## config.mk

```make
export PLATFORM = sky130hd
export DESIGN_NAME = tbase_prescaler
export DESIGN_NICKNAME = d
export VERILOG_FILES = /design/src/rtl/prs_pkg.sv /design/src/rtl/prs_divsel.sv /design/src/rtl/prs_phase.sv /design/src/rtl/prs_taps.sv /design/src/rtl/prs_clkmux.sv /design/src/rtl/tbase_prescaler.sv
export SDC_FILE = /design/constraint.sdc
export NUM_CORES = 1
export LEC_CHECK = 0
export ABC_AREA = 1
export BUFFER_PORTS_ARGS = -buffer_cell sky130_fd_sc_hd__buf_2
export CAP_MARGIN = 20
export CORE_MARGIN = 1.5
export CORE_UTILIZATION = 30
export DETAILED_ROUTE_END_ITERATION = 16
export GPL_TIMING_DRIVEN = 0
export PLACE_DENSITY = 0.52
export SLEW_MARGIN = 20
export SYNTH_ARGS = -nofsm -noshare
export SYNTH_HDL_FRONTEND = slang
export SYNTH_SLANG_ARGS = --single-unit
```

## constraint.sdc

```tcl
create_clock -name clk -period 1.83 [get_ports clk]
set_input_delay 0.183 -clock clk [delete_from_list [all_inputs] [get_ports clk]]
set_output_delay 0.183 -clock clk [all_outputs]
set_load 0.01 [all_outputs]
```

## src/rtl/prs_pkg.sv

```systemverilog
package prs_pkg;

    typedef enum logic [2:0] {
        SRC_XTAL32 = 3'd0,
        SRC_1M     = 3'd1,
        SRC_2M     = 3'd2,
        SRC_4M     = 3'd3,
        SRC_LINE50 = 3'd4,
        SRC_LINE60 = 3'd5,
        SRC_RSV6   = 3'd6,
        SRC_RSV7   = 3'd7
    } src_e;

    typedef enum logic [2:0] {
        CO_OFF = 3'd0,
        CO_RAW = 3'd1,
        CO_B0  = 3'd2,
        CO_B1  = 3'd3,
        CO_B2  = 3'd4,
        CO_B3  = 3'd5,
        CO_B4  = 3'd6,
        CO_SQ  = 3'd7
    } co_e;

    function automatic int unsigned max_of6(input int unsigned a, input int unsigned b,
                                            input int unsigned c, input int unsigned d,
                                            input int unsigned e, input int unsigned f);
        int unsigned m;
        m = a;
        if (b > m) m = b;
        if (c > m) m = c;
        if (d > m) m = d;
        if (e > m) m = e;
        if (f > m) m = f;
        return m;
    endfunction

endpackage

```

## src/rtl/prs_divsel.sv

```systemverilog
module prs_divsel #(
    parameter int unsigned DIV_XTAL32 = 32768,
    parameter int unsigned DIV_1M     = 1000000,
    parameter int unsigned DIV_2M     = 2000000,
    parameter int unsigned DIV_4M     = 4000000,
    parameter int unsigned DIV_L50    = 50,
    parameter int unsigned DIV_L60    = 60,
    parameter int unsigned CNT_W      = 22
) (
    input  logic [2:0]       fsel,
    output logic [CNT_W-1:0] last
);
    import prs_pkg::*;

    localparam logic [CNT_W-1:0] LAST_X32 = CNT_W'(DIV_XTAL32 - 1);
    localparam logic [CNT_W-1:0] LAST_1M  = CNT_W'(DIV_1M - 1);
    localparam logic [CNT_W-1:0] LAST_2M  = CNT_W'(DIV_2M - 1);
    localparam logic [CNT_W-1:0] LAST_4M  = CNT_W'(DIV_4M - 1);
    localparam logic [CNT_W-1:0] LAST_L50 = CNT_W'(DIV_L50 - 1);
    localparam logic [CNT_W-1:0] LAST_L60 = CNT_W'(DIV_L60 - 1);

    always_comb begin
        case (src_e'(fsel))
            SRC_1M:     last = LAST_1M;
            SRC_2M:     last = LAST_2M;
            SRC_4M:     last = LAST_4M;
            SRC_LINE50: last = LAST_L50;
            SRC_LINE60: last = LAST_L60;
            default:    last = LAST_X32;   // codes 0, 6, 7
        endcase
    end

endmodule

```

## src/rtl/prs_phase.sv

```systemverilog
module prs_phase #(
    parameter int unsigned CNT_W = 22
) (
    input  logic             clk,
    input  logic             rst_n,
    input  logic [2:0]       fsel,
    input  logic [CNT_W-1:0] last,
    output logic [CNT_W-1:0] cnt_q,
    output logic             restart
);
    typedef struct packed {
        logic [2:0]       fsel;
        logic [CNT_W-1:0] cnt;
    } phase_st_t;

    phase_st_t st_d, st_q;

    assign restart = (fsel != st_q.fsel);
    assign cnt_q   = st_q.cnt;

    always_comb begin
        st_d      = st_q;
        st_d.fsel = fsel;
        if (restart || (st_q.cnt == last)) begin
            st_d.cnt = '0;
        end else begin
            st_d.cnt = st_q.cnt + 1'b1;
        end
    end

    always_ff @(posedge clk or negedge rst_n) begin
        if (!rst_n) begin
            st_q <= '0;
        end else begin
            st_q <= st_d;
        end
    end

    // the phase either restarts at zero or steps by exactly one
    assert_phase_step_R2: assert property (@(posedge clk) disable iff (!rst_n)
        (cnt_q != '0) |-> (cnt_q == CNT_W'($past(cnt_q) + 1'b1)));

endmodule

```

## src/rtl/prs_taps.sv

```systemverilog
module prs_taps #(
    parameter int unsigned CNT_W = 22,
    parameter int unsigned TAP_N = 4
) (
    input  logic             clk,
    input  logic             rst_n,
    input  logic [CNT_W-1:0] cnt_q,
    input  logic [CNT_W-1:0] last,
    input  logic             restart,
    output logic             tick_q,
    output logic             half_q,
    output logic [TAP_N-1:0] tap_q,
    output logic             sq_q
);
    typedef struct packed {
        logic             tick;
        logic             half;
        logic [TAP_N-1:0] tap;
        logic             sq;
    } tap_st_t;

    tap_st_t st_d, st_q;
    logic [CNT_W-1:0] mid;
    logic             at_end;
    logic             at_mid;

    assign mid    = last >> 1;
    assign at_end = (cnt_q == last);
    assign at_mid = (cnt_q == mid);

    always_comb begin
        st_d = st_q;
        if (restart) begin
            st_d = '0;
        end else begin
            st_d.tick = at_end;
            st_d.half = at_end || at_mid;
            for (int k = 0; k < TAP_N; k++) begin
                st_d.tap[k] = ((cnt_q & CNT_W'((1 << (k + 1)) - 1)) == CNT_W'((1 << (k + 1)) - 1));
            end
            st_d.sq = (at_end || at_mid) ? ~st_q.sq : st_q.sq;
        end
    end

    always_ff @(posedge clk or negedge rst_n) begin
        if (!rst_n) begin
            st_q <= '0;
        end else begin
            st_q <= st_d;
        end
    end

    assign tick_q = st_q.tick;
    assign half_q = st_q.half;
    assign tap_q  = st_q.tap;
    assign sq_q   = st_q.sq;

    // a tick is a single-cycle pulse
    assert_tick_single_R2: assert property (@(posedge clk) disable iff (!rst_n)
        tick_q |=> !tick_q);

    // every end-of-second tick is also a half strobe
    assert_tick_has_half_R4: assert property (@(posedge clk) disable iff (!rst_n)
        tick_q |-> half_q);

    // the square wave flips exactly when the half strobe fires
    assert_sq_toggles_R9: assert property (@(posedge clk) disable iff (!rst_n)
        half_q |-> (sq_q != $past(sq_q)));

endmodule

```

## src/rtl/prs_clkmux.sv

```systemverilog
module prs_clkmux #(
    parameter int unsigned CNT_W = 22
) (
    input  logic             clk,
    input  logic             rst_n,
    input  logic [2:0]       osel,
    input  logic [CNT_W-1:0] cnt_q,
    input  logic             sq_q,
    output logic             clk_out
);
    import prs_pkg::*;

    logic [CNT_W+4:0] pad;
    logic [2:0]       idx;

    assign pad = {5'b0, cnt_q};
    assign idx = osel - 3'd2;

    always_comb begin
        case (co_e'(osel))
            CO_OFF:  clk_out = 1'b0;
            CO_RAW:  clk_out = clk;
            CO_SQ:   clk_out = sq_q;
            default: clk_out = pad[idx];
        endcase
    end

    // disabled output stays low
    assert_off_low_R7: assert property (@(posedge clk) disable iff (!rst_n)
        (osel == 3'd0) |-> !clk_out);

endmodule

```

## src/rtl/tbase_prescaler.sv

```systemverilog
module tbase_prescaler #(
    parameter int unsigned DIV_XTAL32 = 32768,
    parameter int unsigned DIV_1M     = 1000000,
    parameter int unsigned DIV_2M     = 2000000,
    parameter int unsigned DIV_4M     = 4000000,
    parameter int unsigned DIV_L50    = 50,
    parameter int unsigned DIV_L60    = 60,
    parameter int unsigned TAP_N      = 4
) (
    input  logic             clk,
    input  logic             rst_n,
    input  logic [2:0]       fsel_i,
    input  logic [2:0]       osel_i,
    output logic             tick_1hz_o,
    output logic             half_o,
    output logic [TAP_N-1:0] tap_o,
    output logic             clk_out_o
);
    localparam int unsigned DIV_MAX = prs_pkg::max_of6(DIV_XTAL32, DIV_1M, DIV_2M,
                                                       DIV_4M, DIV_L50, DIV_L60);
    localparam int unsigned CNT_W   = $clog2(DIV_MAX);

    logic [CNT_W-1:0] last;
    logic [CNT_W-1:0] cnt_q;
    logic             restart;
    logic             sq_q;

    prs_divsel #(
        .DIV_XTAL32(DIV_XTAL32), .DIV_1M(DIV_1M), .DIV_2M(DIV_2M),
        .DIV_4M(DIV_4M), .DIV_L50(DIV_L50), .DIV_L60(DIV_L60), .CNT_W(CNT_W)
    ) divsel_i (
        .fsel (fsel_i),
        .last (last)
    );

    prs_phase #(.CNT_W(CNT_W)) phase_i (
        .clk     (clk),
        .rst_n   (rst_n),
        .fsel    (fsel_i),
        .last    (last),
        .cnt_q   (cnt_q),
        .restart (restart)
    );

    prs_taps #(.CNT_W(CNT_W), .TAP_N(TAP_N)) taps_i (
        .clk     (clk),
        .rst_n   (rst_n),
        .cnt_q   (cnt_q),
        .last    (last),
        .restart (restart),
        .tick_q  (tick_1hz_o),
        .half_q  (half_o),
        .tap_q   (tap_o),
        .sq_q    (sq_q)
    );

    prs_clkmux #(.CNT_W(CNT_W)) clkmux_i (
        .clk     (clk),
        .rst_n   (rst_n),
        .osel    (osel_i),
        .cnt_q   (cnt_q),
        .sq_q    (sq_q),
        .clk_out (clk_out_o)
    );

    // a source change silences every strobe on the following cycle
    assert_restart_quiet_R6: assert property (@(posedge clk) disable iff (!rst_n)
        (fsel_i != $past(fsel_i)) |=> (!tick_1hz_o && !half_o && (tap_o == '0)));

endmodule

```

# [Word-level counts from Yosys, hierarchy flattened]
# Cells that the tools add are included.
# Widths: inputs -> output; s select.
[totals] reg_bits=32 in_bits=8 out_inout_bits=7 wordCells=34
[op_classes] n_addsub=2 order_cmp=1 n_eq_ne=13 muxes=7 bitwise=1 reduce_logical=4
[op_table] operator="$pmux 22 s5" n=1
[op_table] operator="$add 22x1->22 const B" n=1
[op_table] operator="$eq 22x21->1" n=1
[op_table] operator="$eq 22x22->1" n=1
[op_table] operator="$mux 22" n=1
[op_table] operator="$eq 3x3->1 const B" n=4
[op_table] operator="$mux 7" n=1
[op_table] operator="$eq 3x1->1 const B" n=2
[op_table] operator="$eq 3x2->1 const B" n=2
[op_table] operator="$lt 3x6->1 const B" n=1
[op_table] operator="$eq 4x4->1 const B" n=1
[op_table] operator="$bmux 1 s3" n=1
[op_table] operator="$logic_not 3->1" n=1
[op_table] operator="$ne 3x3->1" n=1
[op_table] operator="$pmux 1 s3" n=1
[op_table] operator="$sub 3x2->3 const B" n=1
[op_table] operator="$eq 2x2->1 const B" n=1
[op_table] operator="$logic_or 1x1->1" n=2
[op_table] operator="$mux 1" n=2
[op_table] operator="$reduce_bool 2->1" n=1
[op_table] operator="$not 1->1" n=1

# [Logic depth before layout (Yosys ltp)]
# Gate-level depths: netlist of run 1.
[logic_depth] word_depth=6 depth_mapped=14 depth_no_buf=13

# [Modules after synthesis]
# From an unflattened synthesis of run 1, not the netlist that was laid out.
[unflattened] hier_cells=584 hier_area_um2=3286.9
[by_module_without_submodules] module="prs_phase" instances=1 cells_per_inst=299 area_each_um2=1939.4 seq_area_each_um2=625.6
[by_module_without_submodules] module="prs_taps" instances=1 cells_per_inst=225 area_each_um2=1039.7 seq_area_each_um2=175.2
[by_module_without_submodules] module="prs_divsel" instances=1 cells_per_inst=37 area_each_um2=214.0 seq_area_each_um2=0.0
[by_module_without_submodules] module="prs_clkmux" instances=1 cells_per_inst=23 area_each_um2=93.8 seq_area_each_um2=0.0

==> impl_metrics.env, run 1 <==
export IMPL_vias_per_cell=5.09
export IMPL_grt_max_degree=33
export IMPL_wirelength_um=8460
export IMPL_synth_most_common_cell="nand2_1"
export IMPL_grt_busiest_layer="met2"
export IMPL_ys_seq_elements=32
export IMPL_rsz0062_at_grt="yes"
export IMPL_ff2ff_setup_slack_ps=40
export IMPL_fmax_ghz=0.557
export IMPL_grt_overflow_total=0
export IMPL_final_hold_violation_count=0
export IMPL_synthCells=405
export IMPL_hold_class="input pin to async pin"
export IMPL_yosys_area_top_type="dfrtp_1"
export IMPL_met2_usage_pct=27.3
export IMPL_clock_skew_ps=7.53
export IMPL_hpwl_um=6310
export IMPL_fp_dieW_um=99.3
export IMPL_critPathKind="flop to flop"
export IMPL_fin_crit_sh_pct=98.0
export IMPL_syn_avg_cell_area_um2=6.87
export IMPL_ir_worst_vdd_mv=0.221
export IMPL_slew_headroom_pct=51.2
export IMPL_grt_pass1_wl_um=14000
export IMPL_antenna_cells=0
export IMPL_clk_pin_slew_ps=70
export IMPL_ys_top_cells_by_count="123 x nand2_1, 56 x nor2_1, 40 x inv_1, 32 x dfrtp_1, 27 x nand3_1"
export IMPL_clock_latency_ps=400
export IMPL_worstPathRequired_ps=2110
export IMPL_use_met1_pct=24.5
export IMPL_wl_per_cell_um=15.3
export IMPL_n_fill_cell=949
export IMPL_arrival_ps=2070
export IMPL_cap_violations=0
export IMPL_netlist_area_leader_share_pct=28.8
export IMPL_core_area_um2=8850
export IMPL_cts_tree="done"
export IMPL_min_period_ps=1790
export IMPL_syn_area_um2=2780
export IMPL_synth_edf_count=0
export IMPL_port_buffers=14
export IMPL_start_kind="flop"
export IMPL_drc_errors=0
export IMPL_synthDistinctLibCells=43
export IMPL_dr_first_iter_drc_count=240
export IMPL_ioPinCount=15
export IMPL_ant_nets=0
export IMPL_dr_pass1_iters=4
export IMPL_first_global_vias=2784
export IMPL_cp_max_fo=10
export IMPL_synthToLayoutAreaGrowth_pct=20.5
export IMPL_grt_usage_pct=18.3
export IMPL_synth_async_reset_ratio_pct=100
export IMPL_dieArea_um2=9870
export IMPL_vias=2809
export IMPL_status="complete, no violations"
export IMPL_slew_violations=0
export IMPL_start_util_pct=31.5
export IMPL_antenna_found_initial=0
export IMPL_nets=453
export IMPL_yosysWarnings=0
export IMPL_synth_flop_cell="dfrtp_1"
export IMPL_synthesis_nets=415
export IMPL_die_h_um=99.3
export IMPL_hold_ws_ps=379
export IMPL_powerDensity_nw_per_um2=576
export IMPL_finalSetupViolCount=0
export IMPL_yosysSeqAreaShare_pct=28.8
export IMPL_drive_gt1_share_pct=23.2
export IMPL_cp_end_kind="flop"
export IMPL_row_count=34
export IMPL_ys_top_cells_by_area="dfrtp_1 29%, nand2_1 17%, nor2_1 7.6%, inv_1 5.4%, xor2_1 5.0%"
export IMPL_worst_pin_slew_ps=731
export IMPL_routabilityCongestion=0.972
export IMPL_p_leak_nw=1.54
export IMPL_p_total_mw=1.93
export IMPL_met3_usage_pct=3.58
area by class of cell:
class / instances / area (um2) / share of cell area (%)
buffer: 6 / 72.6 / 2.16
clock buffer: 9 / 115 / 3.43
sequential: 32 / 810 / 24.1
inverter: 45 / 188 / 5.59
tap: 108 / 135 / 4.03
clock inverter: 4 / 46.3 / 1.38
timing repair buffer: 29 / 199 / 5.93
multi-input combinational: 319 / 1790 / 53.4
per-layer routing:
layer,share of wire [%],up-vias
li1,-,1384
met1,45,1309
met2,46,97
met3,5.2,19
met4,3.6,0
met5,0,-
placed cells by master, fill, tap and decap left out, types with 3 or more instances in the layout:
master / count
inv_4: 3
nand2_1: 121
nor2_1: 54
a21oi_1: 8
clkbuf_8: 8
o211ai_1: 3
buf_6: 5
nand3_4: 3
nand2_2: 4
inv_1: 35
nor3_2: 5
nor3_4: 4
inv_2: 6
buf_2: 14
buf_4: 12
dlygate4sd3_1: 4
dfrtp_2: 7
nor2_4: 4
nand3_1: 27
o21ai_0: 13
xor2_1: 16
nand4_1: 16
nand2_8: 4
nor3_1: 4
dfrtp_1: 25
nor2_2: 9
sequential cells by signal (all words and copies together) (netlist names):
register	cells
phase_i.cnt_q	22
taps_i.tick_q	1
phase_i.st_q	3
taps_i.tap_q	4
taps_i.half_q	1
taps_i.sq_q	1
timing repair:
action,in CTS,in global routing
pin swaps,1,10
resized for setup,7,24
setup buffers,4,8
cloned,0,0
hold endpoints to repair,35,0
setup endpoints to repair,22,23
hold buffers,4,0
final timing paths:
kind	cells after the start	startpoint	to
min in group clk	2	fsel_i[0]	phase_i.st_q[22]
max in group asynchronous	2	rst_n	phase_i.cnt_q[1]
min	2	rst_n	phase_i.cnt_q[12]
max reg2reg	9	phase_i.cnt_q[6]	phase_i.cnt_q[5]
min reg2reg	3	taps_i.sq_q	taps_i.sq_q
max	9	phase_i.cnt_q[6]	phase_i.cnt_q[5]
per-stage QoR:
step                      cell area (um2)  std cells  setup WS, ps  setup TNS, ps  utilization [%]
final                                3360        552          35.8              0             37.9
after global routing                 3360        552          -105          -1070             37.9
after CTS                            3220        545         -18.0          -23.9             36.4
after floorplan                      2780        405           156              0                -
after global placement               2990        527          -262          -1890             33.8
after detailed placement             2990        527          -264          -1670             33.8
worst max-delay path, stage by stage (launching register included):
cell and delay, ps:
dfrtp_2 460, inv_1 170, o211ai_1 150, nand2_1 120, nand4_1 110, nor2_1 200
nand3_4 160, nand2_4 110, buf_12 150, nor3_2 40
where the power goes:
group / internal (mW) / switching, mW / leakage [nW]
sequential: 0.715 / 0.00575 / 0.428
combinational: 0.110 / 0.212 / 1.02
clock: 0.551 / 0.341 / 0.0912
cell families after synthesis:
| kind of cell | share of synthesized area, % |
|---|---|
| buf+inv | 9.53 |
| xor+xnor | 5.66 |
| fa+ha+maj | 0.899 |
| flops | 28.8 |
| compound gates | 7.24 |
| simple gates | 47.9 |
(Power assumes the default switching activity.)
==> run 2: changes to the inputs <==
REMOVE_ABC_BUFFERS = 1   (was unset)
==> impl_metrics.env, run 2 (synthesis results as in run 1) <==
export IMPL_stdcell_count=540
export IMPL_clock_skew_ps=8.15
export IMPL_rsz0062_at_grt="yes"
export IMPL_slew_violations=0
export IMPL_vias=2813
export IMPL_final_area_um2=3250
export IMPL_hold_class="input pin to flop"
export IMPL_die_h_um=99.3
export IMPL_layout_commonest_cell="nand2_1"
export IMPL_n_fill_cell=969
export IMPL_hpwl_um=6440
export IMPL_rr_worst_depth=9
export IMPL_path_cells="ha_4, inv_1, nor3_4, nand2_2, nor2_4, nand3_4, nor3_2, xor2_1, nor2_2"
export IMPL_grt_usage_pct=18.7
export IMPL_use_met1_pct=25.4
export IMPL_dp_cells=519
export IMPL_worst_pin_slew_ps=759
export IMPL_crit_path_start="phase_i.cnt_q[0]"
export IMPL_vias_per_cell=5.21
export IMPL_p_leak_nw=1.44
export IMPL_worstHoldStart="fsel_i[0]"
export IMPL_ant_nets=0
export IMPL_max_stage_delay_ps=420
export IMPL_critPathKind="flop to flop"
export IMPL_status="complete, no violations"
export IMPL_fin_crit_sh_pct=98.0
export IMPL_met3_usage_pct=3.16
export IMPL_dr_pass1_iters=5
export IMPL_met2_usage_pct=29.1
export IMPL_final_cell_mix="121 x nand2_1, 53 x nor2_1, 34 x inv_1"
export IMPL_cp_endpoint="phase_i.cnt_q[16]"
export IMPL_cp_depth=9
export IMPL_critPathBufInv=1
export IMPL_nets=441
export IMPL_wirelength_um=8830
export IMPL_antenna_found_initial=0
export IMPL_ioPinCount=15
export IMPL_grt_busiest_layer="met2"
export IMPL_arrival_ps=2080
export IMPL_largest_reg_flops=22
export IMPL_critPathTopFamily="simple AND/OR/NAND/NOR gates"
export IMPL_wl_per_cell_um=16.4
export IMPL_ff2ff_setup_slack_ps=40
export IMPL_rr_startpoint="phase_i.cnt_q[0]"
export IMPL_ir_worst_vdd_mv=0.207
export IMPL_min_period_ps=1790
export IMPL_slew_headroom_pct=49.4
export IMPL_start_util_pct=31.5
export IMPL_slowest_stage="dfrtp_2"
export IMPL_grt_max_degree=33
export IMPL_final_hold_violation_count=0
export IMPL_dieArea_um2=9870
export IMPL_first_global_vias=2623
export IMPL_synthToLayoutAreaGrowth_pct=16.8
export IMPL_drive_gt1_share_pct=23.8
export IMPL_placed_area_um2=2910
export IMPL_antenna_cells=0
export IMPL_cap_violations=0
export IMPL_clock_latency_ps=400
export IMPL_cp_end_kind="flop"
export IMPL_core_area_um2=8850
export IMPL_dr_first_iter_drc_count=257
export IMPL_grt_pass1_wl_um=14000
export IMPL_worstPathRequired_ps=2120
export IMPL_start_kind="flop"
export IMPL_cts_tree="done"
export IMPL_port_buffers=14
export IMPL_routabilityCongestion=0.902
export IMPL_clk_pin_slew_ps=80
export IMPL_fp_dieW_um=99.3
export IMPL_fin_util_pct=36.7
export IMPL_cp_max_fo=4
export IMPL_grt_overflow_total=0
export IMPL_fmax_ghz=0.558
export IMPL_drc_errors=0
export IMPL_rr_endpoint="phase_i.cnt_q[16]"
export IMPL_hold_ws_ps=64.5
export IMPL_powerDensity_nw_per_um2=553
export IMPL_row_count=34
export IMPL_finalSetupViolCount=0
[run 2: cell count changes in the layout (fill, tap and decap cells not counted), sizes merged]
cell         delta
buf            -10
bufinv          -1
clkbuf          +1
clkinv          +1
clkinvlp        -2
dlygate4sd3     -3
inv             +1
nand2           +1
[run 2: final cells by class]
cell class	count	area, um2	share of cell area, %
clock buffer	10	129	3.96
clock inverter	3	13.8	0.423
inverter	45	181	5.58
multi-input combinational	320	1840	56.7
sequential	32	815	25.1
tap	108	135	4.16
timing repair buffer	22	135	4.16
[run 2: worst register-to-register path, stage by stage (launching register included)]
cell and delay [ps]:
dfrtp_2 420, ha_4 180, inv_1 110, nor3_4 210, nand2_2 100, nor2_4 160
nand3_4 110, nor3_2 150, xor2_1 200, nor2_2 40
[run 2: per-stage QoR]
| step | setup WS [ps] | power, mW | TNS [ps] |
|---|---|---|---|
| after floorplan | 151 | 0.931 | 0 |
| after global placement | -369 | 1.03 | -5150 |
| after detailed placement | -359 | 1.03 | -5540 |
| after CTS | -3.07 | 1.80 | -3.07 |
| after global routing | -17.1 | 1.89 | -44.7 |
| final | 37.3 | 1.80 | 0 |
[run 2: routing by layer]
layer | vias up | routed length (um)
met3 | 18 | 431
met4 | 0 | 214
met5 | - | 0
met2 | 102 | 4130
li1 | 1365 | -
met1 | 1328 | 4060
[run 2: worst min-delay path by stage]
stage / to / cells after the start / slack [ps]
after global routing: phase_i.st_q[22] / 1 / 70
after global placement: phase_i.cnt_q[11] / 1 / 290
after floorplan: phase_i.cnt_q[0] / 0 / -110
final: phase_i.st_q[22] / 1 / 60
after detailed placement: phase_i.cnt_q[11] / 1 / 300
after CTS: phase_i.st_q[22] / 1 / 70
[run 2: where the power goes]
part           total (mW)  switching (mW)  leakage [nW]  internal, mW
sequential          0.723         0.00756         0.421         0.715
combinational       0.304           0.214         0.929        0.0900
clock               0.771           0.325        0.0881         0.446
total                1.80           0.547          1.44          1.25
[run 2: timing repair]
item	in CTS	in global routing
hold endpoints to repair	32	0
hold buffers	1	0
cloned	0	1
endpoints found under the setup margin	22	26
gates resized for setup	9	31
pin swaps	2	5
setup buffers	7	1
